`src/rtl/card_xfer_pkg.sv`:
```
package card_xfer_pkg;

    typedef enum logic [1:0] {
        ST_IDLE = 2'd0,
        ST_WAIT = 2'd1,
        ST_RUN  = 2'd2,
        ST_HALT = 2'd3
    } seq_state_e;

    typedef enum logic [1:0] {
        WHY_NONE  = 2'd0,
        WHY_EMPTY = 2'd1,
        WHY_FULL  = 2'd2,
        WHY_BLOCK = 2'd3
    } halt_why_e;

    // FIFO flag that stalls the transfer in the given direction
    function automatic logic stall_hit(input logic is_read, input logic fe, input logic ff);
        return is_read ? ff : fe;
    endfunction

    // Cause code recorded for a FIFO stall in the given direction
    function automatic halt_why_e stall_cause(input logic is_read);
        return is_read ? WHY_FULL : WHY_EMPTY;
    endfunction

endpackage

```
`src/rtl/card_xfer_arm.sv`:
```
module card_xfer_arm
    import card_xfer_pkg::*;
(
    input  logic       clk,
    input  logic       rst,
    input  seq_state_e state,
    input  halt_why_e  why,
    input  logic       is_read,
    input  logic       den_wr,
    input  logic       rcont_wr,
    input  logic       drop,
    output logic       arm_q
);
    logic den_ok;
    logic rc_ok;

    always_comb begin
        den_ok = den_wr && !is_read &&
                 (state == ST_WAIT ||
                  (state == ST_HALT && (why == WHY_EMPTY || why == WHY_BLOCK)));
        rc_ok  = rcont_wr && is_read && state == ST_HALT &&
                 (why == WHY_FULL || why == WHY_BLOCK);
    end

    always_ff @(posedge clk) begin
        if (rst)       arm_q <= 1'b0;
        else if (drop) arm_q <= 1'b0;
        else           arm_q <= arm_q | den_ok | rc_ok;
    end
endmodule

```
`src/rtl/card_xfer_cnt.sv`:
```
module card_xfer_cnt #(
    parameter int LEN_W = 12,
    parameter int CNT_W = 8
) (
    input  logic             clk,
    input  logic             rst,
    input  logic             load,
    input  logic             clear,
    input  logic             step,
    input  logic [LEN_W-1:0] len_in,
    input  logic [CNT_W-1:0] cnt_in,
    output logic [LEN_W-1:0] bytes_left,
    output logic [CNT_W-1:0] blocks_left,
    output logic             last_byte,
    output logic             last_block
);
    localparam logic [LEN_W-1:0] LEN_ONE = LEN_W'(1);
    localparam logic [CNT_W-1:0] CNT_ONE = CNT_W'(1);

    logic [LEN_W-1:0] len_q;

    assign last_byte  = (bytes_left == LEN_ONE);
    assign last_block = (blocks_left == CNT_ONE);

    always_ff @(posedge clk) begin
        if (rst || clear) begin
            len_q       <= '0;
            bytes_left  <= '0;
            blocks_left <= '0;
        end else if (load) begin
            len_q       <= len_in;
            bytes_left  <= len_in;
            blocks_left <= cnt_in;
        end else if (step) begin
            if (last_byte) begin
                blocks_left <= blocks_left - CNT_ONE;
                bytes_left  <= last_block ? '0 : len_q;
            end else begin
                bytes_left  <= bytes_left - LEN_ONE;
            end
        end
    end
endmodule

```
`src/rtl/card_xfer_seq.sv`:
```
module card_xfer_seq
    import card_xfer_pkg::*;
#(
    parameter int LEN_W = 12,
    parameter int CNT_W = 8
) (
    input  logic             clk,
    input  logic             rst,
    input  logic             resp_done,
    input  logic             dir_rd,
    input  logic             auto_mode,
    input  logic [LEN_W-1:0] blk_len,
    input  logic [CNT_W-1:0] blk_cnt,
    input  logic             den_wr,
    input  logic             rcont_wr,
    input  logic             cmd_off,
    input  logic             fifo_empty,
    input  logic             fifo_full,
    input  logic             byte_stb,
    output logic             xfer_en,
    output logic             halted,
    output logic [1:0]       halt_why,
    output logic             done,
    output logic             arm_flag,
    output logic [LEN_W-1:0] bytes_left,
    output logic [CNT_W-1:0] blocks_left
);
    seq_state_e state_q, state_n;
    halt_why_e  why_q, why_n;
    logic       is_read_q, auto_q, done_q, done_n;
    logic       load, step, abort, consume;
    logic       last_byte, last_block;

    assign step = (state_q == ST_RUN) && byte_stb;
    assign load = (state_q == ST_IDLE) && resp_done;

    card_xfer_arm u_arm (
        .clk      (clk),
        .rst      (rst),
        .state    (state_q),
        .why      (why_q),
        .is_read  (is_read_q),
        .den_wr   (den_wr),
        .rcont_wr (rcont_wr),
        .drop     (consume | abort),
        .arm_q    (arm_flag)
    );

    card_xfer_cnt #(.LEN_W(LEN_W), .CNT_W(CNT_W)) u_cnt (
        .clk         (clk),
        .rst         (rst),
        .load        (load),
        .clear       (abort),
        .step        (step),
        .len_in      (blk_len),
        .cnt_in      (blk_cnt),
        .bytes_left  (bytes_left),
        .blocks_left (blocks_left),
        .last_byte   (last_byte),
        .last_block  (last_block)
    );

    always_comb begin
        state_n = state_q;
        why_n   = why_q;
        done_n  = 1'b0;
        abort   = 1'b0;
        consume = 1'b0;
        unique case (state_q)
            ST_IDLE: begin
                if (resp_done) state_n = dir_rd ? ST_RUN : ST_WAIT;
            end
            ST_WAIT: begin
                if (arm_flag) begin
                    consume = 1'b1;
                    state_n = ST_RUN;
                end
            end
            ST_RUN: begin
                if (step && last_byte) begin
                    if (last_block) begin
                        state_n = ST_IDLE;
                        done_n  = 1'b1;
                    end else if (!auto_q) begin
                        state_n = ST_HALT;
                        why_n   = WHY_BLOCK;
                    end
                end else if (stall_hit(is_read_q, fifo_empty, fifo_full)) begin
                    state_n = ST_HALT;
                    why_n   = stall_cause(is_read_q);
                end
            end
            ST_HALT: begin
                if (cmd_off && why_q == WHY_BLOCK) begin
                    abort   = 1'b1;
                    state_n = ST_IDLE;
                    why_n   = WHY_NONE;
                    done_n  = 1'b1;
                end else if (arm_flag && !(why_q == WHY_FULL && fifo_full)) begin
                    consume = 1'b1;
                    state_n = ST_RUN;
                    why_n   = WHY_NONE;
                end
            end
            default: state_n = ST_IDLE;
        endcase
    end

    always_ff @(posedge clk) begin
        if (rst) begin
            state_q   <= ST_IDLE;
            why_q     <= WHY_NONE;
            is_read_q <= 1'b0;
            auto_q    <= 1'b0;
            done_q    <= 1'b0;
        end else begin
            state_q <= state_n;
            why_q   <= why_n;
            done_q  <= done_n;
            if (load) begin
                is_read_q <= dir_rd;
                auto_q    <= auto_mode;
            end
        end
    end

    assign xfer_en  = (state_q == ST_RUN);
    assign halted   = (state_q == ST_HALT);
    assign halt_why = why_q;
    assign done     = done_q;
endmodule

```
`config.mk`:
```
export PLATFORM = sky130hd
export DESIGN_NAME = card_xfer_seq
export DESIGN_NICKNAME = d
export VERILOG_FILES = /design/src/rtl/card_xfer_pkg.sv /design/src/rtl/card_xfer_arm.sv /design/src/rtl/card_xfer_cnt.sv /design/src/rtl/card_xfer_seq.sv
export SDC_FILE = /design/constraint.sdc
export NUM_CORES = 1
export LEC_CHECK = 0
export ABC_AREA = 1
export BUFFER_PORTS_ARGS = -buffer_cell sky130_fd_sc_hd__buf_2
export CAP_MARGIN = 0
export CORE_MARGIN = 2
export CORE_UTILIZATION = 54
export CTS_BUF_LIST = sky130_fd_sc_hd__clkbuf_16
export CTS_CLUSTER_SIZE = 40
export DETAILED_ROUTE_END_ITERATION = 8
export PLACE_DENSITY = 0.84
export RECOVER_POWER = 50
export SLEW_MARGIN = 0
export SYNTH_ARGS = -nofsm -noshare
export SYNTH_HDL_FRONTEND = slang
export SYNTH_SLANG_ARGS = --single-unit
```
`constraint.sdc`:
```
create_clock -name clk -period 1.9 [get_ports clk]
set_clock_uncertainty 0.15 [all_clocks]
set_input_delay 0.19 -clock clk [delete_from_list [all_inputs] [get_ports clk]]
set_output_delay 0.19 -clock clk [all_outputs]
set_load 0.02 [all_outputs]
```
==> results.toml, run 1 <==
[run_status]
status = "finished, final reports clean"

[worst_setup_path]
crit_family = "simple AND/OR/NAND/NOR gates"
required_ns = 1.93
worstPathCellList = "inv_2 > ha_4 > inv_1 > nor2_2 > nand3b_1 > nor2_4 > o211ai_1 > buf_4 > nand3_1 > a21oi_1"
cp_data_arrival_time_ns = 1.87
crit_path_end_kind = "flip-flop"
path_buf_inv = 3
max_stage_delay_ns = 0.33
worstSetupPathType = "flip-flop to flip-flop"
startpoint_type = "flip-flop"
cp_slowest_cell = "dfxtp_2"
worstPathMaxFanout = 8

[cts]
cts_inserted_buffers = 5
clk_path_buf_depth = 2
cts-root-buf = "clkbuf_16"
ctsHtreeMaxLevel = 2
cts_tree = "yes"
cts_sinks = 40
clkTransAtPathRegs_ns = 0.06
insertion_delay_ns = 0.28

[cells_and_area]
stdcell_count = 513
area_growth_pct = 25.6
most-common-layout-cells = "82 x nand2_1, 54 x inv_1, 52 x nor2_1, 52 x buf_2, 37 x o21ai_0"
fin_area_mm2 = 0.00308
layout_commonest_cell = "nand2_1"
n_antenna_cell = 0
drive_gt1_share_pct = 23.9
n_fill_cell = 363
nets = 495

[min_path]
hold_class = "input pin to flip-flop"

[placement]
hpwl_um = 4850
place.gp.congestion = 0.940
post_dp_cell_area_mm2 = 0.00282
port_buffers = 56
dp.cells = 499

[drt]
num_vias = 2884
dr.pass1.iters = 7
vias_per_cell = 5.62
wl_per_cell_um = 14.1
first_iter_violations = 326
wirelength_um = 7220
drc = 0
postRouteAntennaNets = 0

[timing]
fin_crit_ns = 1.85
maxSlewViolCount = 0
worst_pin_slew_ns = 0.354
rsz0062_at_grt = "yes"
setup_viol = 0
fin_crit_sh_pct = 97.4
max_freq_ghz = 0.541
hold_viol = 0
slew-limit-headroom_pct = 76.3

[global_routing]
grt_pass1_vias = 2516
overflow = 0
grt_start_max_net_pins = 24
grt_pass1_wl_um = 11300
antenna_found_initial = 0
grt_usage_pct = 27.5

[synth]
avgSynthCellArea_um2 = 6.27
synth_nets = 426
synth_top_family_by_area = "simple AND/OR/NAND/NOR gates"
synthCells = 391
synth_area_mm2 = 0.00245
synth-adder-area-share_pct = 2.04
ys_seq_area_share_pct = 32.7
ys_warn_count = 0
synth_xor_xnor_area_share_pct = 1.07
synth_compound_area_share_pct = 17.2
ys_ff_latch = 40
synth-simple-area-share_pct = 35.9
synthMuxAreaShare_pct = 0
synth.distinct_cells = 31

[die]
fp.dieW_um = 71.4
core_area_mm2 = 0.00435
die_area_mm2 = 0.00509
die_height_um = 71.4
placementRows = 24
start_util_pct = 56.3
io_pins = 57

[power_and_ir_drop]
p_leak_nw = 1.57
ir_drop_v = 0.000683
pwr_density_cell_mw_per_mm2 = 1350
power_w = 0.00417

[job]
maxCapViolCount = 0
[power breakdown]
group | switching (W) | leakage [nW] | internal, W
Combinational | 0.00131 | 1.15 | 0.000685
Clock | 0.000344 | 0.0850 | 0.000613
Sequential | 0.000204 | 0.330 | 0.00101
[routing by layer]
metal	wire length [µm]	global-route usage, %
met1	3080	36.2
met5	0	0
met4	159	10.7
met2	3350	45.1
met3	633	4.78
[worst reg2reg max path: cells and delay by family (launching register included)]
family | cells | cell delay [ns]
and+or+nand+nor | 4 | 0.59
adders and majority gates | 1 | 0.13
DFF | 1 | 0.33
AOI/OAI and AO/OA | 2 | 0.25
buffers and inverters | 3 | 0.29
[state kept, by name, indices dropped and copies added, names as in the netlist]
signal             count
auto_q                 1
done                   1
halt_why               2
is_read_q              1
state_q                2
u_arm.arm_q            1
u_cnt.blocks_left      8
u_cnt.bytes_left      12
u_cnt.len_q           12
[cell families (layout without fill, tap and decap cells)]
family | Yosys count | after routing
buffers and inverters | 69 | 139
adders and majority gates | 4 | 4
DFF | 40 | 40
xor gates and xnor gates | 3 | 3
AOI/OAI and AO/OA | 77 | 77
and+or+nand+nor | 198 | 198
[path summary, 6_finish.rpt]
path,endpoint,start,slack [ns],cells past startpoint
worst max register to register,halt_why[0],u_cnt.bytes_left[1],0.05,10
worst max-delay path,halt_why[0],u_cnt.bytes_left[1],0.05,10
worst min-delay path,auto_q,auto_mode,0.01,3
worst min register to register,u_cnt.blocks_left[7],u_cnt.blocks_left[7],0.36,2
[final cells by class]
cell class / count / area, µm² / area share [%]
tap: 52 / 65.1 / 2.11
sequential: 40 / 806 / 26.2
timing repair buffer: 71 / 390 / 12.7
inverter: 60 / 229 / 7.44
clock inverter: 3 / 38.8 / 1.26
multi-input combinational: 282 / 1430 / 46.3
clock buffer: 5 / 125 / 4.06
[synth_stat cells (all sizes together)]
cell,number,area share (%)
a21oi,27,6.1
nand3b,2,0.61
nand3,37,8.1
a31oi,3,0.77
nand2,86,14
a311oi,1,0.36
buf,5,1.2
o2111ai,1,0.36
o211ai,2,0.61
nand4,4,1.0
o21ai,43,8.9
xor2,2,0.71
clkbuf,4,0.66
nor2,65,11
nor3,4,0.82
dfxtp,40,33
xnor2,1,0.36
ha,4,2.0
inv,60,9.3
[what timing repair did]
item	4_1_cts	5_1_grt
setup buffers	0	5
pin swaps	0	6
resized for setup	1	19
endpoints found under the hold margin	2	0
setup endpoints to repair	3	21
hold buffers	1	0
[through the flow]
stage,setup TNS [ns],hold slack [ns],utilization (%),setup WS (ns)
floorplan,0,0.109,-,0.171
global placement,0,0.269,64.7,0.138
detailed placement,0,0.275,64.7,0.00791
CTS,0,0.0158,68.8,0.0478
global route,-0.219,0.0214,70.7,-0.0785
finish,0,0.0144,70.7,0.0502
Note: power is estimated with default switching activity, not from simulation.
==> run 2, diff against run 1 <==
- PLACE_DENSITY: 0.84 -> 0.78
==> run 2 against run 1 <==
  * Global-route usage is 1.1 points lower
  * Wire length is 6.0% lower
  * Die area stayed put
  * Non-clock buffer count is 4 lower
  * Largest cell class unchanged
  * Sequential cell count stayed put
  * Count of clock-buffer cells in the layout stayed put
  * Sequential power hardly changed
  * First-iteration DRC count is 14% lower
==> results.toml, run 2 (synthesized netlist as in run 1, its figures left out) <==
[power_and_ir_drop]
p_comb_share_pct = 47.3
pwr_density_cell_mw_per_mm2 = 1370
clkPwrFrac_pct = 23.1
power.switching_w = 0.00185
intPower_w = 0.00227
p_leak_nw = 1.47
ir_drop_v = 0.000718
p_sw_share_pct = 44.9
pwr-share-seq_pct = 29.6

[worst_setup_path]
startpoint_type = "flip-flop"
worstPathMaxFanout = 8
cp_data_arrival_time_ns = 1.91
worstSetupPathType = "flip-flop to flip-flop"
crit_path_end_kind = "flip-flop"
required_ns = 1.93

[drt]
drc = 0
vias_per_cell = 5.47
num_vias = 2786
dr_wl_met2_um = 3120
wl_met1_um = 2890
first_iter_violations = 281
maxUsedRoutingLayer = "met4"
dr.pass1.iters = 5
wl_met3_um = 652
wirelength_um = 6790
postRouteAntennaNets = 0
wl_per_cell_um = 13.3

[timing]
setup-tns-final_ns = 0
hold_ws_ns = 0.0182
hold_viol = 0
maxSlewViolCount = 0
fin_crit_ns = 1.88
setup_viol = 0
max_freq_ghz = 0.532
worst_pin_slew_ns = 0.508
slew-limit-headroom_pct = 66.1
fin_crit_sh_pct = 98.9

[cts]
ctsHtreeMaxLevel = 2
cts_tree = "yes"
cts_inserted_buffers = 5
insertion_delay_ns = 0.28
clk_path_buf_depth = 2
clkTransAtPathRegs_ns = 0.06
cts_sinks = 40
cts-root-buf = "clkbuf_16"

[cells_and_area]
top_regs = "u_cnt.bytes_left: 12 flops, u_cnt.len_q: 12 flops, u_cnt.blocks_left: 8 flops"
nets = 491
area_growth_pct = 22.7
n_antenna_cell = 0
drive_gt1_share_pct = 17.5
layout_commonest_cell = "nand2_1"
most-common-layout-cells = "82 x nand2_1, 55 x inv_1, 50 x nor2_1"

[min_path]
hold_class = "input pin to flip-flop"

[die]
die_area_mm2 = 0.00509
core_area_mm2 = 0.00435
start_util_pct = 56.3
fp.dieW_um = 71.4
io_pins = 57
die_height_um = 71.4
placementRows = 24

[global_routing]
antenna_found_initial = 0
grt_start_max_net_pins = 25
grt_pass1_wl_um = 10800
grt_usage_pct = 26.4
overflow = 0
grt_pass1_vias = 2474

[placement]
hpwl_um = 4780
port_buffers = 56
place.gp.congestion = 0.943

[job]
maxCapViolCount = 0

[run_status]
status = "finished, final reports clean"
==> run 2: per-layer routing <==
metal | up-vias | GRT usage (%)
met5 | - | 0
met4 | 0 | 9.85
met3 | 18 | 6.19
met2 | 142 | 42.7
met1 | 1240 | 34.3
li1 | 1386 | -
==> run 2: repair_timing <==
action                                  in CTS  in global routing
gates resized for setup                      1                 14
hold buffers                                 1                  0
pin swaps                                    0                  2
hold endpoints to repair                     3                  0
buffers inserted                             0                  1
endpoints found under the setup margin       3                 22
==> run 2: path summary, 6_finish.rpt <==
kind                             start                   end  slack (ns)  cells past startpoint
hold / removal              blk_cnt[3]  u_cnt.blocks_left[3]        0.02                      3
setup / recovery   u_cnt.bytes_left[1]            state_q[0]        0.02                     11
setup reg to reg   u_cnt.bytes_left[1]            state_q[0]        0.02                     11
hold reg to reg   u_cnt.blocks_left[7]  u_cnt.blocks_left[7]        0.35                      2
==> run 2: final cells by class <==
cell class / instances / area, µm²
tap: 52 / 65.1
clock inverter: 3 / 38.8
fill: 396 / 1350
inverter: 60 / 228
timing repair buffer: 67 / 335
multi-input combinational: 282 / 1410
sequential: 40 / 802
clock buffer: 5 / 125
==> run 2: power groups by stage <==
stage	clock (W)	sequential, W	combinational, W
2_1_floorplan	0	0.00132	0.00121
3_3_place_gp	0	0.00121	0.00181
3_5_place_dp	0	0.00121	0.00184
4_1_cts	0.000963	0.00120	0.00187
5_1_grt	0.000998	0.00123	0.00218
6_report	0.000951	0.00122	0.00195
==> run 2: per-stage QoR <==
step / instances / setup WS [ns] / cell area [µm²] / power, W / utilization (%)
detailed placement: 499 / -0.00284 / 2820 / 0.00305 / 64.7
global placement: 499 / 0.140 / 2820 / 0.00301 / 64.7
finish: 509 / 0.0204 / 3010 / 0.00411 / 69.1
CTS: 508 / 0.0295 / 3000 / 0.00403 / 68.8
global route: 509 / -0.0801 / 3010 / 0.00441 / 69.1
floorplan: 391 / 0.171 / 2450 / 0.00253 / -
==> run 2: worst max-delay path, stage by stage (launching register included) <==
cell      delay, ns
dfxtp_1        0.33
inv_2          0.09
ha_1           0.16
inv_1          0.05
nor2_2         0.11
nand3b_1       0.16
nor2_4         0.25
nand3_1        0.12
nor2_2         0.11
nor2_2         0.06
nor2_1         0.11
nor2_1         0.06
==> run 3, diff against run 2 <==
- CORE_ASPECT_RATIO: default -> 1.2
==> run 3 against run 2 <==
  * Setup slack improved by 0.10 ns
  * Cell area rose by 0.21%
  * Clock power fell by 13%
  * Critical path depth rose by 1
==> results.toml, run 3 (synthesized netlist as in run 1, its figures left out) <==
[power_and_ir_drop]
power.switching_w = 0.00178
p_leak_nw = 1.45
pwr_density_cell_mw_per_mm2 = 1300
clkPwrFrac_pct = 21.1
intPower_w = 0.00213
p_comb_share_pct = 48.0
p_sw_share_pct = 45.5
ir_drop_v = 0.000755
pwr-share-seq_pct = 30.9

[cts]
cts-root-buf = "clkbuf_16"
cts_tree = "yes"
insertion_delay_ns = 0.28
cts_inserted_buffers = 5
ctsHtreeMaxLevel = 2
cts_sinks = 40
clkTransAtPathRegs_ns = 0.06
clk_path_buf_depth = 2

[drt]
wirelength_um = 6330
num_vias = 2692
first_iter_violations = 178
drc = 0
dr.pass1.iters = 4
vias_per_cell = 5.23
wl_per_cell_um = 12.3
postRouteAntennaNets = 0

[die]
die_height_um = 77.8
core_area_mm2 = 0.00433
io_pins = 57
fp.dieW_um = 65.5
placementRows = 26
start_util_pct = 56.7
die_area_mm2 = 0.00510

[worst_setup_path]
worstPathMaxFanout = 8
cpMostUsedCell = "nor2_2"
cp_slowest_cell = "dfxtp_2"
max_stage_delay_ns = 0.34
cp_data_arrival_time_ns = 1.84
required_ns = 1.97
worstPathCellList = "inv_4 > ha_4 > inv_1 > nor2_2 > nand3b_1 > nor2_4 > nand3_2 > nor2_2 > nor2_2 > nand2_1 > nand2_1 > nor2_1"
rr_startpoint = "u_cnt.bytes_left[1]"
startpoint_type = "flip-flop"
crit_path_end_kind = "flip-flop"
worstRegToRegCells = 12
crit_family = "simple AND/OR/NAND/NOR gates"
critical_path_depth = 12
path_buf_inv = 2
rrSetupSlack_ns = 0.12
worstSetupPathType = "flip-flop to flip-flop"
reg2reg_to = "state_q[0]"

[cells_and_area]
stdcell_count = 515
fin_area_mm2 = 0.00301
n_antenna_cell = 0
most-common-layout-cells = "82 x nand2_1, 53 x inv_1, 52 x nor2_1"
n_fill_cell = 412
layout_commonest_cell = "nand2_1"
nets = 493
drive_gt1_share_pct = 18.1
top_regs = "u_cnt.bytes_left: 12 flops, u_cnt.len_q: 12 flops, u_cnt.blocks_left: 8 flops"
area_growth_pct = 23.0

[min_path]
holdPathStages = 3
hp-start = "auto_mode"
whs_endpoint = "auto_q"
hold_class = "input pin to flip-flop"

[timing]
worst_pin_slew_ns = 0.370
maxSlewViolCount = 0
fin_crit_ns = 1.78
max_freq_ghz = 0.563
fin_crit_sh_pct = 93.5
slew-limit-headroom_pct = 75.1
hold_viol = 0
setup_viol = 0

[global_routing]
grt_pass1_vias = 2412
overflow = 0
grt_usage_pct = 26.4
grt_pass1_wl_um = 10700
antenna_found_initial = 0
grt_start_max_net_pins = 22

[placement]
dp.cells = 506
post_dp_cell_area_mm2 = 0.00285
hpwl_um = 4770
port_buffers = 56
place.gp.congestion = 0.965

[run_status]
status = "finished, final reports clean"

[job]
maxCapViolCount = 0
[run 3: cell types whose count changed in the layout (fill, tap and decap cells not counted), moves of 2 or more]
| cell | delta |
|---|---|
| inv_1 | -2 |
| clkinvlp_4 | +2 |
| nor2_1 | +2 |
| buf_4 | +3 |
[run 3: area by class of cell]
cell class | count | area, µm² | share of cell area (%)
Clock inverter | 3 | 18.8 | 0.623
Clock buffer | 5 | 125 | 4.15
Inverter | 60 | 230 | 7.64
Sequential cell | 40 | 803 | 26.7
Tap cell | 56 | 70.1 | 2.32
Multi-Input combinational cell | 282 | 1420 | 47.2
Timing Repair Buffer | 69 | 345 | 11.5
[run 3: per-stage QoR]
stage | TNS [ns] | power (W) | utilization [%] | setup WS (ns) | hold slack, ns
finish | 0 | 0.00391 | 69.7 | 0.124 | 0.0137
global route | -0.000854 | 0.00422 | 69.7 | -0.000854 | 0.0455
CTS | 0 | 0.00387 | 69.3 | 0.0259 | 0.0183
detailed placement | 0 | 0.00304 | 65.8 | 0.0468 | 0.272
global placement | 0 | 0.00301 | 65.8 | 0.124 | 0.267
floorplan | 0 | 0.00253 | - | 0.171 | 0.109
[run 3: power by group through the flow]
stage                     clock network, W  logic (W)  registers (W)
after detailed placement                 0    0.00183        0.00121
final                             0.000823    0.00188        0.00121
after CTS                         0.000829    0.00185        0.00119
after floorplan                          0    0.00121        0.00132
after global routing              0.000869    0.00212        0.00124
after global placement                   0    0.00181        0.00121
[run 3: tightest hold or removal path: cells and delay by family]
family / cells / cell delay (ns)
and+or+nand+nor: 1 / 0.08
buffers and inverters: 1 / 0.07
AOI/OAI and AO/OA: 1 / 0.07
[run 3: layer usage]
metal | GRT usage [%] | part of all wire [%]
met2 | 43.0 | 48
met4 | 6.67 | 0.62
met1 | 35.7 | 47
met3 | 4.93 | 4.6
met5 | 0 | 0
[run 3: repair_timing]
item                                   CTS  global route
setup buffers                            0             0
resized for setup                        0            16
hold buffers                             1             0
setup endpoints to repair                0            19
endpoints found under the hold margin    3             0
[run 3: how the worst max path moves through the flow]
stage,start,to,slack [ns]
finish,u_cnt.bytes_left[1],state_q[0],0.12
global route,u_cnt.bytes_left[1],state_q[0],-0.0009
CTS,u_cnt.bytes_left[1],halt_why[1],0.03
detailed placement,u_cnt.bytes_left[1],halt_why[1],0.05
global placement,u_cnt.bytes_left[1],u_cnt.blocks_left[7],0.12
floorplan,u_cnt.bytes_left[0],u_cnt.bytes_left[9],0.17
